**src/rtl/prio_irq_pkg.sv**
```systemverilog
package prio_irq_pkg;
  localparam logic [2:0] A_EN_EXT   = 3'd0;
  localparam logic [2:0] A_EN_INT   = 3'd1;
  localparam logic [2:0] A_CTRL     = 3'd2;
  localparam logic [2:0] A_REQ_EXT  = 3'd3;
  localparam logic [2:0] A_REQ_INT  = 3'd4;
  localparam logic [2:0] A_REQ_MISC = 3'd5;
  localparam logic [2:0] A_POL      = 3'd6;

  localparam int unsigned CTRL_DIS_BIT = 6;
  localparam int unsigned CTRL_SEL_BIT = 7;
  localparam int unsigned MISC_BRK_BIT = 7;
endpackage

```
**src/rtl/irq_edge_sync.sv**
```systemverilog
module irq_edge_sync #(
  parameter int unsigned W = 7
) (
  input  logic         clk_i,
  input  logic         rst_ni,
  input  logic [W-1:0] pin_i,
  input  logic [W-1:0] pol_i,
  output logic [W-1:0] edge_o
);
  logic [W-1:0] s1_q, s2_q, s3_q;

  always_ff @(posedge clk_i or negedge rst_ni) begin
    if (!rst_ni) begin
      s1_q <= '0;
      s2_q <= '0;
      s3_q <= '0;
    end else begin
      s1_q <= pin_i;
      s2_q <= s1_q;
      s3_q <= s2_q;
    end
  end

  // a change whose new level equals the polarity
  for (genvar k = 0; k < W; k++) begin : g_bit
    assign edge_o[k] = (s2_q[k] ^ s3_q[k]) & ~(s2_q[k] ^ pol_i[k]);
  end
endmodule

```
**src/rtl/irq_req_bank.sv**
```systemverilog
module irq_req_bank #(
  parameter int unsigned W = 17
) (
  input  logic         clk_i,
  input  logic         rst_ni,
  input  logic [W-1:0] set_i,
  input  logic [W-1:0] clr_i,
  output logic [W-1:0] req_o
);
  logic [W-1:0] req_q;

  always_ff @(posedge clk_i or negedge rst_ni) begin
    if (!rst_ni) req_q <= '0;
    else         req_q <= (req_q & ~clr_i) | set_i;
  end

  assign req_o = req_q;

  p_sw_no_set_r4: assert property (@(posedge clk_i) disable iff (!rst_ni)
    ((req_q & ~$past(req_q)) & ~$past(set_i)) == '0);

  p_set_wins_r9: assert property (@(posedge clk_i) disable iff (!rst_ni)
    ($past(set_i) & ~req_q) == '0);
endmodule

```
**src/rtl/irq_prio_enc.sv**
```systemverilog
module irq_prio_enc #(
  parameter int unsigned N        = 17,
  parameter int unsigned SLOT_W   = 5,
  parameter int unsigned VEC_W    = 16,
  parameter logic [VEC_W-1:0] VEC_BASE = 16'hFFFC
) (
  input  logic [N-1:0]      pend_i,
  output logic              valid_o,
  output logic [SLOT_W-1:0] id_o,
  output logic [N-1:0]      grant_o,
  output logic [VEC_W-1:0]  vec_o
);
  always_comb begin
    id_o = '0;
    for (int i = N - 1; i >= 0; i--) begin
      if (pend_i[i]) id_o = SLOT_W'(i);
    end
    valid_o = |pend_i;
    grant_o = '0;
    if (valid_o) grant_o[id_o] = 1'b1;
  end

  assign vec_o = VEC_BASE - VEC_W'({id_o, 1'b0});
endmodule

```
**src/rtl/prio_irq_ctrl.sv**
```systemverilog
module prio_irq_ctrl
  import prio_irq_pkg::*;
#(
  parameter int unsigned N_EXT = 7,
  parameter int unsigned N_INT = 9,
  parameter int unsigned VEC_W = 16,
  parameter logic [VEC_W-1:0] VEC_BASE = 16'hFFFC,
  localparam int unsigned N_SRC  = 1 + N_EXT + N_INT,
  localparam int unsigned SLOT_W = $clog2(N_SRC)
) (
  input  logic              clk_i,
  input  logic              rst_ni,
  input  logic [N_EXT-1:0]  ext_pin_i,
  input  logic [N_INT-1:0]  int_req_i,
  input  logic              alt_req_i,
  input  logic              brk_i,
  input  logic              reg_we_i,
  input  logic [2:0]        reg_addr_i,
  input  logic [7:0]        reg_wdata_i,
  output logic [7:0]        reg_rdata_o,
  input  logic              irq_ack_i,
  output logic              irq_valid_o,
  output logic [SLOT_W-1:0] irq_id_o,
  output logic [VEC_W-1:0]  irq_vec_o,
  output logic              irq_dis_o
);
  localparam int unsigned EXT_LO = 1;
  localparam int unsigned INT_LO = 1 + N_EXT;
  localparam int unsigned INT_HI = N_INT - 8;

  logic [N_EXT-1:0] en_ext_q, pol_q, edge_w, pol_chg;
  logic [N_INT-1:0] en_int_q, int_src;
  logic             dis_q, sel_q, sel_chg, ack_fire;
  logic [N_SRC-1:0] req_q, set_w, clr_w, pend_w, grant_w;

  logic wr_ctrl, wr_pol;
  assign wr_ctrl = reg_we_i && (reg_addr_i == A_CTRL);
  assign wr_pol  = reg_we_i && (reg_addr_i == A_POL);

  irq_edge_sync #(.W(N_EXT)) u_sync (
    .clk_i  (clk_i),
    .rst_ni (rst_ni),
    .pin_i  (ext_pin_i),
    .pol_i  (pol_q),
    .edge_o (edge_w)
  );

  // shared last internal slot
  always_comb begin
    int_src = int_req_i;
    int_src[N_INT-1] = sel_q ? alt_req_i : int_req_i[N_INT-1];
  end

  assign pol_chg = wr_pol ? (reg_wdata_i[N_EXT-1:0] ^ pol_q) : '0;
  assign sel_chg = wr_ctrl && (reg_wdata_i[CTRL_SEL_BIT] != sel_q);

  always_comb begin
    set_w = {int_src, edge_w | pol_chg, brk_i};
    set_w[N_SRC-1] = set_w[N_SRC-1] | sel_chg;
  end

  always_comb begin
    clr_w = '0;
    if (reg_we_i) begin
      case (reg_addr_i)
        A_REQ_EXT:  clr_w[EXT_LO +: N_EXT]    = ~reg_wdata_i[N_EXT-1:0];
        A_REQ_INT:  clr_w[INT_LO +: 8]        = ~reg_wdata_i;
        A_REQ_MISC: clr_w[INT_LO + 8 +: INT_HI] = ~reg_wdata_i[INT_HI-1:0];
        default: ;
      endcase
    end
    if (ack_fire) clr_w = clr_w | grant_w;
  end

  irq_req_bank #(.W(N_SRC)) u_req (
    .clk_i  (clk_i),
    .rst_ni (rst_ni),
    .set_i  (set_w),
    .clr_i  (clr_w),
    .req_o  (req_q)
  );

  assign pend_w = {req_q[N_SRC-1:1] & {en_int_q, en_ext_q} & {(N_SRC-1){~dis_q}}, req_q[0]};

  irq_prio_enc #(
    .N        (N_SRC),
    .SLOT_W   (SLOT_W),
    .VEC_W    (VEC_W),
    .VEC_BASE (VEC_BASE)
  ) u_enc (
    .pend_i  (pend_w),
    .valid_o (irq_valid_o),
    .id_o    (irq_id_o),
    .grant_o (grant_w),
    .vec_o   (irq_vec_o)
  );

  assign ack_fire = irq_ack_i && irq_valid_o;

  always_ff @(posedge clk_i or negedge rst_ni) begin
    if (!rst_ni) begin
      en_ext_q <= '0;
      en_int_q <= '0;
      pol_q    <= '0;
      dis_q    <= 1'b1;
      sel_q    <= 1'b0;
    end else begin
      if (reg_we_i) begin
        case (reg_addr_i)
          A_EN_EXT: en_ext_q <= reg_wdata_i[N_EXT-1:0];
          A_EN_INT: en_int_q[7:0] <= reg_wdata_i;
          A_CTRL: begin
            en_int_q[N_INT-1:8] <= reg_wdata_i[INT_HI-1:0];
            dis_q <= reg_wdata_i[CTRL_DIS_BIT];
            sel_q <= reg_wdata_i[CTRL_SEL_BIT];
          end
          A_POL: pol_q <= reg_wdata_i[N_EXT-1:0];
          default: ;
        endcase
      end
      if (ack_fire) dis_q <= 1'b1;
    end
  end

  assign irq_dis_o = dis_q;

  always_comb begin
    reg_rdata_o = '0;
    case (reg_addr_i)
      A_EN_EXT:  reg_rdata_o = 8'(en_ext_q);
      A_EN_INT:  reg_rdata_o = en_int_q[7:0];
      A_CTRL: begin
        reg_rdata_o[INT_HI-1:0]   = en_int_q[N_INT-1:8];
        reg_rdata_o[CTRL_DIS_BIT] = dis_q;
        reg_rdata_o[CTRL_SEL_BIT] = sel_q;
      end
      A_REQ_EXT: reg_rdata_o = 8'(req_q[EXT_LO +: N_EXT]);
      A_REQ_INT: reg_rdata_o = req_q[INT_LO +: 8];
      A_REQ_MISC: begin
        reg_rdata_o[INT_HI-1:0]   = req_q[INT_LO + 8 +: INT_HI];
        reg_rdata_o[MISC_BRK_BIT] = req_q[0];
      end
      A_POL:     reg_rdata_o = 8'(pol_q);
      default: ;
    endcase
  end

  p_mask_r2: assert property (@(posedge clk_i) disable iff (!rst_ni)
    (irq_valid_o && irq_id_o != '0) |-> !dis_q);

  p_brk_unmasked_r5: assert property (@(posedge clk_i) disable iff (!rst_ni)
    req_q[0] |-> (irq_valid_o && irq_id_o == '0));

  p_ack_sets_dis_r7: assert property (@(posedge clk_i) disable iff (!rst_ni)
    (irq_ack_i && irq_valid_o) |=> irq_dis_o);

  p_pol_spur_r10: assert property (@(posedge clk_i) disable iff (!rst_ni)
    (|pol_chg) |=> ((req_q[EXT_LO +: N_EXT] & $past(pol_chg)) == $past(pol_chg)));
endmodule

```
**config.mk**
```make
export PLATFORM = sky130hd
export DESIGN_NAME = prio_irq_ctrl
export DESIGN_NICKNAME = d
export VERILOG_FILES = /design/src/rtl/prio_irq_pkg.sv /design/src/rtl/irq_edge_sync.sv /design/src/rtl/irq_req_bank.sv /design/src/rtl/irq_prio_enc.sv /design/src/rtl/prio_irq_ctrl.sv
export SDC_FILE = /design/constraint.sdc
export NUM_CORES = 1
export LEC_CHECK = 0
export ABC_CLOCK_PERIOD_IN_PS = 4450
export CORE_ASPECT_RATIO = 0.5
export CORE_UTILIZATION = 56
export CTS_CLUSTER_SIZE = 24
export DETAILED_ROUTE_END_ITERATION = 16
export MAX_ROUTING_LAYER = met4
export PLACE_DENSITY = 0.95
export REMOVE_ABC_BUFFERS = 1
export SYNTH_ARGS = -nofsm -noshare
export SYNTH_HDL_FRONTEND = slang
export SYNTH_SLANG_ARGS = --single-unit
```
**constraint.sdc**
```tcl
create_clock -name clk_i -period 4.45 [get_ports clk_i]
set_clock_uncertainty 0.2 [all_clocks]
set_input_delay 0.89 -clock clk_i [delete_from_list [all_inputs] [get_ports clk_i]]
set_output_delay 0.89 -clock clk_i [all_outputs]
set_load 0.01 [all_outputs]
```
; ---- Yosys cells after proc, flatten, opt, wreduce, memory -nomap -nowiden
; Cells that the tools add are included.
[totals]
out_inout_bits = 31
regBits = 63
wordCells = 109
in_bits = 33
[classes]
add_sub_neg = 1
reduce_logical = 14
eq_ne = 7
bitwise = 41
mux = 34
n_lt_le_gt_ge = 2
[ops]
columns = op, count
row1 = $mux W5, 17
row2 = $mux W17, 2
row3 = $or A17 B17 Y17, 2
row4 = $and A16 B16 Y16, 2
row5 = $pmux W5 S5, 1
row6 = $and A17 B17 Y17, 1
row7 = $not A17 Y17, 1
row8 = $reduce_or A17 Y1, 1
row9 = $mux W16, 1
row10 = $mux W7, 2
row11 = $xor A1 B1 Y1, 14
row12 = $reduce_and A2 Y1, 5
row13 = $eq A3 B3 Y1 const B, 3
row14 = $not A1 Y1, 9
row15 = $mux W8, 1
row16 = $not A8 Y8, 1
row17 = $sub A3 B7 Y8 const A, 1
row18 = $and A1 B1 Y1, 7
row19 = $not A7 Y7, 1
row20 = $or A7 B7 Y7, 1
row21 = $pmux W1 S7, 1
row22 = $xor A7 B7 Y7, 1
row23 = $eq A3 B2 Y1 const B, 2
row24 = $lt A5 B6 Y1 const B, 1
row25 = other kinds (11), 21

; ---- Logic depth before layout (Yosys ltp)
; Gate-level depths: netlist of the first run.
[logic_depth]
depth_word = 29
ltp_mapped = 10
ltp_nobuf = 10

; ---- Modules after synthesis
; From an unflattened synthesis of the first run, not the netlist that was laid out.
[hier_totals]
hier_cells = 380
area_unflattened_um2 = 3749.8
[modules_own_cells]
columns = mod, instances, seq_area_each_um2, area_per_inst_um2, cells_per_inst
row1 = prio_irq_ctrl, 1, 626.9, 1856.8, 205
row2 = irq_edge_sync, 1, 525.5, 683.2, 42
row3 = irq_req_bank, 1, 425.4, 616.8, 51
row4 = irq_prio_enc, 1, 0.0, 593.1, 82

; ---- Worst setup path before layout of the first run
; OpenSTA, ideal clock, no wires.
[synth_timing]
path_kind = register -> output
from = reg u_req.req_q[6] (netlist: u_req.req_o[6])
to = out irq_vec_o[3]
path_stages_with_launch = 8
required_time_ns = 3.360
path_buffers = 0
t_arrival_ns = 1.950
setup_slack_ns = 1.410
path_cell_list = dfrtp_1 > a22o_1 > a31oi_1 > o21ai_0 > or2_2 > a21oi_1 > ha_1 > xnor2_1
[synth_between]
elab_chain_cells = 10
[synth_lines]
columns = element, line_no
row1 = from (decl), irq_req_bank.sv:10  ; logic [W-1:0] req_q;
row2 = from (signal assigned), irq_req_bank.sv:14  ; else req_q <= (req_q & ~clr_i) | set_i;
row3 = $and A16 B16 Y16 (2 in series), prio_irq_ctrl.sv:83  ; assign pend_w = {req_q[N_SRC-1:1] & {en_int_q, en_ext_q} & {(N_SRC-1){~dis_q}}, req_q[0]};
row4 = $mux W5 (7 in series), irq_prio_enc.sv:16  ; if (pend_i[i]) id_o = SLOT_W'(i);
row5 = via irq_id_o[0], prio_irq_ctrl.sv:23  ; output logic [SLOT_W-1:0] irq_id_o,
row6 = $sub A3 B7 Y8, irq_prio_enc.sv:23  ; assign vec_o = VEC_BASE - VEC_W'({id_o, 1'b0});
row7 = to (decl), prio_irq_ctrl.sv:24  ; output logic [VEC_W-1:0] irq_vec_o,
; The timed path passes the listed nets, and every way through them passes these cells.

; ---- Worst setup path after layout of the first run
[layout_timing]
from = reg u_req.req_q[6] (netlist: u_req.req_o[6])
to = out irq_vec_o[3]
[layout_between]
elab_chain_cells = 10
[layout_lines]
columns = element, line_no
row1 = $and A16 B16 Y16 (2 in series), prio_irq_ctrl.sv:83
row2 = $mux W5 (7 in series), irq_prio_enc.sv:16
row3 = $sub A3 B7 Y8, irq_prio_enc.sv:23
; No other way between the ends.

==> results of run 1 <==
cells in the mapped netlist, drive strengths merged, types with 2 or more instances:
cell type | instances | area, sq um
a21oi | 12 | 60.06
a31oi | 7 | 43.79
a221oi | 7 | 61.31
nor2 | 12 | 45.04
nand2b | 9 | 56.30
a32oi | 2 | 17.52
buf | 17 | 115.1
a21o | 4 | 30.03
dfrtp | 62 | 1551
and2 | 3 | 18.77
conb | 2 | 7.510
nor3 | 3 | 15.01
nand3 | 6 | 30.03
o21a | 2 | 15.01
ha | 6 | 75.07
o211ai | 3 | 22.52
nor4 | 2 | 12.51
or2 | 2 | 12.51
o21ai | 16 | 80.08
nor2b | 5 | 31.28
nand2 | 53 | 198.9
a22oi | 4 | 30.03
mux2i | 11 | 110.1
clkbuf | 7 | 27.52
mux2 | 16 | 180.2
inv | 14 | 52.55
o22ai | 5 | 31.28
o221ai | 17 | 148.9
o221a | 7 | 78.83
cell type report:
class	count	area share (%)
Tap cell	73	2.166
Timing Repair Buffer	58	13.59
Clock buffer	10	5.668
Inverter	14	1.246
Multi-Input combinational cell	237	37.18
Sequential cell	63	37.42
Clock inverter	6	2.730
power breakdown:
group / internal [mW] / leakage [nW] / switching, mW
logic: 0.162 / 0.910 / 0.177
clock network: 0.565 / 0.169 / 0.267
registers: 0.639 / 0.703 / 0.0686
how the worst min path moves through the flow:
stage | startpoint | endpoint | slack [ps] | cells after the start
global placement | u_sync.s1_q[6] | u_sync.s2_q[6] | 130 | 0
CTS | u_sync.s1_q[1] | u_sync.s2_q[1] | 150 | 0
floorplan | u_sync.s1_q[0] | u_sync.s2_q[0] | 130 | 0
finish | u_sync.s1_q[6] | u_sync.s2_q[6] | 150 | 0
detailed placement | u_sync.s1_q[6] | u_sync.s2_q[6] | 140 | 0
global route | u_sync.s1_q[6] | u_sync.s2_q[6] | 150 | 0
cells by family after synthesis:
family | count (synthesis) | synth area share [%]
adder cells (fa/ha/maj) | 6 | 2.270
buffers and inverters | 38 | 5.902
AO/OA/AOI/OAI | 92 | 20.36
flip-flops | 63 | 47.71
multiplexers | 28 | 9.459
AND/OR/NAND/NOR | 99 | 13.81
XOR/XNOR | 1 | 0.2649
other | 2 | 0.2271
metal layers:
layer  up-vias  routed length, um
li1       1298                  -
met1      1445               3797
met2       208               4380
met3        33               1249
met4         0                301
met5         -                  0
stage by stage:
step	total power [mW]	instance area (sq um)	cells
after floorplan	0.8810	3198	314
after global placement	1.026	3862	445
after detailed placement	1.040	3862	445
after CTS	1.875	4217	461
after global routing	1.942	4217	461
final	1.878	4217	461
worst reg2reg max path: stages, from the launching register on:
cell	delay [ps]
dfrtp_1	430
a22o_1	290
a31oi_1	150
o21ai_0	140
or2_2	300
a21oi_1	410
inv_1	130
ha_1	210
nand2_1	260
o221ai_1	200
nand2b_1	130
sequential cells by signal, summed over array words and instances (netlist names):
| name | count |
|---|---|
| irq_dis_o | 1 |
| en_ext_q | 7 |
| pol_q | 7 |
| u_req.req_o | 17 |
| en_int_q | 9 |
| u_sync.s1_q | 7 |
| u_sync.s2_q | 7 |
| u_sync.s3_q | 7 |
| sel_q | 1 |
==> results.json, run 1 <==
{
  "final_cell_mix": "dfrtp_1 (62), nand2_1 (53), clkdlybuf4s50_1 (51)",
  "critPathCapture": "irq_vec_o[3]",
  "synth_area_sq_um": 3307,
  "antenna_cells": 0,
  "initial_utilization_pct": 59.19,
  "crit_family": "compound AO/OA/AOI/OAI gates",
  "area_delta_synth_final_pct": 27.51,
  "ant_nets": 0,
  "final_nets": 422,
  "postCtsHoldBufs": 0,
  "crit_buf_inv": 1,
  "fin_crit_ps": 4130,
  "syn_avg_cell_area_sq_um": 10.05,
  "grt_pass1_vias": 2881,
  "min_path_type": "reg2reg",
  "place_ws_ps": 446.4,
  "final_util_pct": 75.48,
  "end_kind": "primary output",
  "cts_resized": 0,
  "hold_viol_final": 0,
  "drt-pass1-iter-count": 6,
  "cp.arrival_ps": 3040,
  "power.density_nw_per_um2": 445.3,
  "boundaryPins": 64,
  "outcome": "complete, no violations",
  "r2r_cells": 10,
  "gp_congestion": 0.9599,
  "startpoint_type": "flop",
  "max_slew_margin_pct": 48.96,
  "yosysUniqueCellTypes": 44,
  "htreeDepth": 3,
  "reg2reg_to": "u_req.req_o[10]",
  "cts_tree": "done",
  "globalRouteMet1Util_pct": 43.63,
  "worstSetupPathType": "reg2out",
  "wl_per_cell_um": 21.10,
  "grt_max_degree": 33,
  "max_slew.worst_pin.slew_ps": 765.6,
  "clock.fmax_mhz": 242.1,
  "finalCritPeriodShare_pct": 92.81,
  "setup_violations": 0,
  "globalRoute.busiestLayer": "met2",
  "use_met2_pct": 50.75,
  "avgViaCountPerCell": 6.473,
  "grt_overflow": 0,
  "worstSkewPairLatency_ps": 340,
  "hold-worst-slack_ps": 145.1,
  "synth_edf_count": 0,
  "ys_seq_area_share_pct": 47.71,
  "grt_pass1_wl_mm": 15.50,
  "clock_path_buffers": 2,
  "synthCells": 329,
  "die_x_um": 110.7,
  "port_buffers": 52,
  "drc": 0,
  "crit_chain": "a22o_1 -> a31oi_1 -> o21ai_0 -> or2_2 -> a21oi_1 -> ha_1 -> xnor2_1 -> clkdlybuf4s50_1",
  "multi_input_area_sq_um": 1568,
  "mostFrequentLayoutCell": "dfrtp_1",
  "met3_usage_pct": 13.17,
  "drtIter0Drc": 385,
  "antenna_found_initial": 0,
  "vias": 2984,
  "layout.area.seq_sq_um": 1578,
  "r2r_slack_ps": 1510,
  "die-area_sq_um": 6235,
  "rsz0062_at_grt": "no",
  "slowest_delay_ps": 560,
  "cp_num_cells": 8,
  "rows": 19,
  "yosys_most_used_dff": "dfrtp_1",
  "worst_slack_ps": 320.1,
  "async_flop_share_pct": 100.0,
  "fin_tns_setup_ps": 0,
  "slowest_stage": "clkdlybuf4s50_1",
  "cts_setup_buffers": 0,
  "crit_start": "u_req.req_o[6]",
  "ys_warn_count": 0,
  "grt_use_total_pct": 34.77,
  "worstPathMaxFanout": 6,
  "ys_ff_latch": 63,
  "nFillCells": 371,
  "die_h_um": 56.34,
  "required_ps": 3360,
  "clk_pin_slew_ps": 50,
  "max_cap_viol_count": 0,
  "rr_startpoint": "u_req.req_o[6]",
  "cts-root-buf": "clkbuf_16",
  "ir_worst_vdd_mv": 0.3687,
  "drv_slew": 0,
  "numCtsBuffers": 9,
  "dp.final_hpwl_mm": 6.786,
  "coreArea_sq_um": 5587,
  "cts_sinks": 63,
  "wirelength_mm": 9.729,
  "p_leak_nw": 1.782,
  "layout-drive-gt1-share_pct": 13.40
}
Power figures use the tool's default switching activity.
==> run 2, diff against run 1 <==
--- a/config.mk
+++ b/config.mk
@@ -7,7 +7,7 @@
 export LEC_CHECK = 0
 export ABC_CLOCK_PERIOD_IN_PS = 4450
 export CORE_ASPECT_RATIO = 0.5
-export CORE_UTILIZATION = 56
+export CORE_UTILIZATION = 58
 export CTS_CLUSTER_SIZE = 24
 export DETAILED_ROUTE_END_ITERATION = 16
 export MAX_ROUTING_LAYER = met4
@@ -15,4 +15,5 @@
 export REMOVE_ABC_BUFFERS = 1
 export SYNTH_ARGS = -nofsm -noshare
 export SYNTH_HDL_FRONTEND = slang
+export SYNTH_HIERARCHICAL = 1
 export SYNTH_SLANG_ARGS = --single-unit
==> constraint.sdc (replaced) <==
create_clock -name clk_i -period 4.45 [get_ports clk_i]
set_clock_uncertainty 0.2 [all_clocks]
set_input_delay 0.89 -clock clk_i [delete_from_list [all_inputs] [get_ports clk_i]]
set_output_delay 0.89 -clock clk_i [all_outputs]
set_load 0.005 [all_outputs]
==> results.json, run 2 <==
{
  "rsz0062_at_grt": "no",
  "drt-pass1-iter-count": 6,
  "power.density_nw_per_um2": 400.7,
  "slowest_stage": "clkdlybuf4s50_1",
  "clk_pin_slew_ps": 50,
  "grt_max_degree": 34,
  "final_util_pct": 74.61,
  "worst_slack_ps": 159.8,
  "worstSkewPairLatency_ps": 340,
  "yosys-top-cells-count": "dfrtp_1 (62), nand2_1 (44), inv_1 (26), nor2_1 (24), mux2_2 (22)",
  "antenna_found_initial": 0,
  "syn_avg_cell_area_sq_um": 9.868,
  "htreeDepth": 3,
  "yosysMostFrequentCell": "dfrtp_1",
  "avgViaCountPerCell": 6.004,
  "async_flop_share_pct": 100.0,
  "drv_slew": 0,
  "synth-xor-area-share_pct": 2.102,
  "area_delta_synth_final_pct": 22.49,
  "synth_top_cell_area_share_pct": 41.37,
  "synthCells": 380,
  "gp_congestion": 0.9167,
  "hold_viol_final": 0,
  "cts-root-buf": "clkbuf_16",
  "fin_crit_ps": 4290,
  "wirelength_mm": 9.520,
  "cts_sinks": 63,
  "final_cell_mix": "dfrtp_1 (62), clkdlybuf4s50_1 (51), nand2_1 (44)",
  "ys_seq_area_share_pct": 42.08,
  "synth_edf_count": 0,
  "vias": 3152,
  "slowest_delay_ps": 650,
  "mostFrequentLayoutCell": "dfrtp_1",
  "drc": 0,
  "p_leak_nw": 1.840,
  "place_ws_ps": 290.7,
  "finalCritPeriodShare_pct": 96.41,
  "ys_warn_count": 6,
  "cp.arrival_ps": 3200,
  "port_buffers": 52,
  "crit_chain": "clkdlybuf4s50_1 -> ha_1 -> a31oi_1 -> o21ai_0 -> o21a_1 -> clkdlybuf4s50_1",
  "synth_area_leaders": "dfrtp_1 (41%), mux2_2 (6.6%), nand2_1 (4.4%)",
  "outcome": "complete, no violations",
  "grt_overflow": 0,
  "required_ps": 3360,
  "end_kind": "primary output",
  "numCtsBuffers": 9,
  "ant_nets": 0,
  "min_path_type": "reg2reg",
  "layout-drive-gt1-share_pct": 16.70,
  "synth_area_sq_um": 3750,
  "worstPathMaxFanout": 10,
  "stdcell_area_sq_um": 4593,
  "drtIter0Drc": 451,
  "max_cap_viol_count": 0,
  "muxShareOfSynthArea_pct": 8.842,
  "boundaryPins": 64,
  "antenna_cells": 0,
  "max_slew.worst_pin.slew_ps": 784.9,
  "hold_path.startpoint": "u_sync/s1_q[4]",
  "dp.final_hpwl_mm": 6.645,
  "startpoint_type": "input pin",
  "initial_utilization_pct": 60.91,
  "grt_use_total_pct": 31.52,
  "clock_path_buffers": 2,
  "place_area_sq_um": 4268,
  "die_x_um": 115.7,
  "synth_compound_area_share_pct": 17.92,
  "setup_violations": 0,
  "coreArea_sq_um": 6156,
  "yosys.area.top_type": "dfrtp_1",
  "yosysUniqueCellTypes": 61,
  "ys_ff_latch": 63,
  "die_h_um": 58.86,
  "largest_reg_flops": 17,
  "clock.fmax_mhz": 233.1,
  "ir_worst_vdd_mv": 0.3392,
  "rows": 20,
  "grt_pass1_wl_mm": 15.15,
  "crit_start": "reg_addr_i[2]",
  "synth_fa_ha_area_share_pct": 1.668,
  "rr_startpoint": "irq_dis_o",
  "yosys.area_share.simple_pct": 19.62,
  "wl_per_cell_um": 18.13,
  "max_slew_margin_pct": 47.67,
  "grt_pass1_vias": 2949,
  "fin_tns_setup_ps": 0,
  "worstSetupPathType": "in2out",
  "multi_input_area_sq_um": 1931,
  "cts_tree": "done",
  "layout.area.seq_sq_um": 1582,
  "nFillCells": 422,
  "yosys_most_used_dff": "dfrtp_1",
  "cp_common_cell": "clkdlybuf4s50_1",
  "final_nets": 470,
  "synth_top_family_by_area": "simple AND/OR/NAND/NOR gates",
  "die-area_sq_um": 6810
}
==> run 2: critical path: cells and delay by family <==
kind | cells | cell delay, ps
adders and majority gates | 1 | 550
buffers and inverters | 2 | 1150
AOI/OAI and AO/OA | 3 | 610
==> run 2: area by class of cell <==
class / count / share of cell area (%)
clock buffers: 9 / 4.903
clock inverters: 7 / 1.743
inverters: 26 / 2.125
multi-input cells: 273 / 42.03
flip-flops and latches: 63 / 34.43
well taps: 88 / 2.397
repair buffers: 59 / 12.37
==> run 2: metal layers <==
layer  vias to the layer above  wire length (um)  GRT usage, %
li1                       1412                 -             -
met4                         0               231         12.45
met5                         -                 0             -
met1                      1486              4210         42.58
met2                       217              4177         44.91
met3                        37               900         9.063
==> run 2: what timing repair did <==
action / in CTS / in global routing
setup buffers: 0 / 1
endpoints found under the setup margin: 0 / 2
resized for setup: 0 / 4
hold buffers: 0 / 0
==> run 2: final timing paths <==
kind | endpoint | slack [ps] | depth (start not counted)
setup / recovery | reg_rdata_o[5] | 160 | 6
hold / removal | u_sync/s2_q[4] | 150 | 0
setup reg to reg | u_req/req_o[3] | 1210 | 10
hold reg to reg | u_sync/s2_q[4] | 150 | 0
max in group asynchronous | pol_q[4] | 2730 | 2
min in group asynchronous | u_req/req_o[8] | 430 | 1
==> run 2: kinds of logic after synthesis <==
family | count (synthesis)
compound gates | 87
xor+xnor | 9
fa+ha+maj | 5
buf+inv | 53
flops | 63
mux | 30
other cells | 2
simple gates | 131
==> run 2: report_power, final <==
group	switching, mW	total, mW	internal [mW]	leakage [nW]
Sequential	0.0812	0.726	0.645	0.700
Clock	0.278	0.716	0.439	0.143
Combinational	0.193	0.398	0.205	0.998
Total	0.552	1.84	1.29	1.84
==> run 2: per-stage QoR <==
stage,std cells,hold WS [ps],total power [mW]
after floorplan,362,131.2,0.9401
after global placement,508,131.4,1.095
after detailed placement,508,137.3,1.112
after CTS,524,149.6,1.836
after global routing,525,156.2,1.915
final,525,147.2,1.840
==> run 3, diff against run 2 <==
--- a/config.mk
+++ b/config.mk
@@ -6,7 +6,7 @@
 export NUM_CORES = 1
 export LEC_CHECK = 0
 export ABC_CLOCK_PERIOD_IN_PS = 4450
-export CORE_ASPECT_RATIO = 0.5
+export CORE_ASPECT_RATIO = 0.75
 export CORE_UTILIZATION = 58
 export CTS_CLUSTER_SIZE = 24
 export DETAILED_ROUTE_END_ITERATION = 16
==> results.json, run 3 (synthesis gave the netlist of run 2 again) <==
{
  "crit_chain": "and3b_1 -> nor3_1 -> o21ai_0 -> o221a_2 -> or2_2 -> ha_1 -> xnor2_1 -> clkdlybuf4s50_1",
  "required_ps": 3360,
  "avgViaCountPerCell": 6.058,
  "largest_reg_flops": 17,
  "coreArea_sq_um": 6036,
  "outcome": "complete, no violations",
  "die-area_sq_um": 6794,
  "rows": 24,
  "grt_overflow": 0,
  "postCtsHoldBufs": 0,
  "rsz0062_at_grt": "no",
  "wl_per_cell_um": 18.23,
  "grt_pass1_vias": 3077,
  "globalRouteMet1Util_pct": 44.64,
  "grt_use_total_pct": 32.04,
  "ant_nets": 0,
  "end_kind": "primary output",
  "cts_sinks": 63,
  "ir_worst_vdd_mv": 0.3673,
  "drtIter0Drc": 259,
  "slowest_delay_ps": 660,
  "drt-pass1-iter-count": 5,
  "clock_path_buffers": 2,
  "finalCritPeriodShare_pct": 96.87,
  "cts_tree": "done",
  "hold_viol_final": 0,
  "clk_pin_slew_ps": 80,
  "power.density_nw_per_um2": 373.7,
  "setup_violations": 0,
  "antenna_cells": 0,
  "worstPathMaxFanout": 12,
  "drc": 0,
  "die_h_um": 71.64,
  "max_slew_margin_pct": 56.44,
  "worstSetupPathType": "reg2out",
  "max_cap_viol_count": 0,
  "slowest_stage": "dfstp_2",
  "area_delta_synth_final_pct": 20.19,
  "fin_cells": 516,
  "gp_congestion": 1.017,
  "globalRoute.busiestLayer": "met2",
  "crit_buf_inv": 1,
  "nFillCells": 439,
  "die_x_um": 94.85,
  "place_ws_ps": 309.8,
  "boundaryPins": 64,
  "final_cell_mix": "dfrtp_1 (62), clkdlybuf4s50_1 (51), nand2_1 (44)",
  "use_met2_pct": 44.92,
  "port_buffers": 52,
  "fin_tns_setup_ps": 0,
  "stdcell_area_sq_um": 4507,
  "grt_max_degree": 37,
  "max_slew.worst_pin.slew_ps": 653.3,
  "drv_slew": 0,
  "htreeDepth": 3,
  "p_leak_nw": 1.817,
  "place_area_sq_um": 4270,
  "dp.cells": 500,
  "clock.fmax_mhz": 232.0,
  "numCtsBuffers": 9,
  "antenna_found_initial": 0,
  "crit_family": "simple AND/OR/NAND/NOR gates",
  "min_path_type": "reg2reg",
  "mostFrequentLayoutCell": "dfrtp_1",
  "dp.final_hpwl_mm": 6.853,
  "final_nets": 471,
  "worst_slack_ps": 139.1,
  "vias": 3126,
  "startpoint_type": "flop",
  "cp.arrival_ps": 3220,
  "grt_pass1_wl_mm": 15.69,
  "met3_usage_pct": 8.917,
  "layout-drive-gt1-share_pct": 16.44,
  "fin_crit_ps": 4311,
  "initial_utilization_pct": 62.13,
  "worstSkewPairLatency_ps": 340,
  "cts-root-buf": "clkbuf_8",
  "wirelength_mm": 9.408
}
[run 3: where the power goes]
part	leakage [nW]	internal [mW]	total, mW	switching (mW)
Clock	0.109	0.334	0.569	0.236
Combinational	1.01	0.206	0.395	0.189
Sequential	0.700	0.643	0.720	0.0766
Total	1.82	1.18	1.68	0.501
[run 3: worst register-to-register path: cells and delay by family (launching register included)]
| family | cells | cell delay (ps) |
|---|---|---|
| AND/OR/NAND/NOR | 5 | 580 |
| adder cells (fa/ha/maj) | 1 | 290 |
| flip-flops | 1 | 660 |
| buffers and inverters | 4 | 560 |
| AO/OA/AOI/OAI | 4 | 880 |
[run 3: layout make-up]
type	count	area [sq um]	share of cell area, %
Inverter	26	97.59	2.165
Tap cell	78	97.59	2.165
Sequential cell	63	1578	35.01
Multi-Input combinational cell	273	1928	42.78
Clock inverter	6	92.59	2.054
Timing Repair Buffer	60	575.6	12.77
Clock buffer	10	137.6	3.054
[run 3: worst paths after layout]
kind | cells after the start | to | slack [ps] | startpoint
worst min-delay path | 0 | u_sync/s2_q[5] | 150 | u_sync/s1_q[5]
worst min register to register | 0 | u_sync/s2_q[5] | 150 | u_sync/s1_q[5]
max in group asynchronous | 2 | u_req/req_o[6] | 2790 | rst_ni
min in group asynchronous | 1 | u_req/req_o[0] | 360 | rst_ni
worst max register to register | 14 | u_req/req_o[8] | 1180 | irq_dis_o
worst max-delay path | 8 | irq_vec_o[3] | 140 | irq_dis_o
[run 3: through the flow]
stage                     utilization (%)  power [mW]  hold WS [ps]
after detailed placement            70.75       1.116         135.5
after global routing                74.67       1.763         168.9
after global placement              70.75       1.102         132.4
after floorplan                         -      0.9401         131.2
after CTS                           74.56       1.690         155.9
final                               74.67       1.684         152.8
[run 3: routing by layer]
metal / vias to the layer above / share of wire [%]
li1: 1396 / -
met1: 1526 / 43
met2: 181 / 44
met3: 23 / 10
met4: 0 / 2.6
met5: - / 0
[run 3: timing repair]
item | 4_1_cts | 5_1_grt
resized for setup | 0 | 1
setup buffers | 0 | 0
setup endpoints to repair | 0 | 3
hold endpoints to repair | 0 | 0
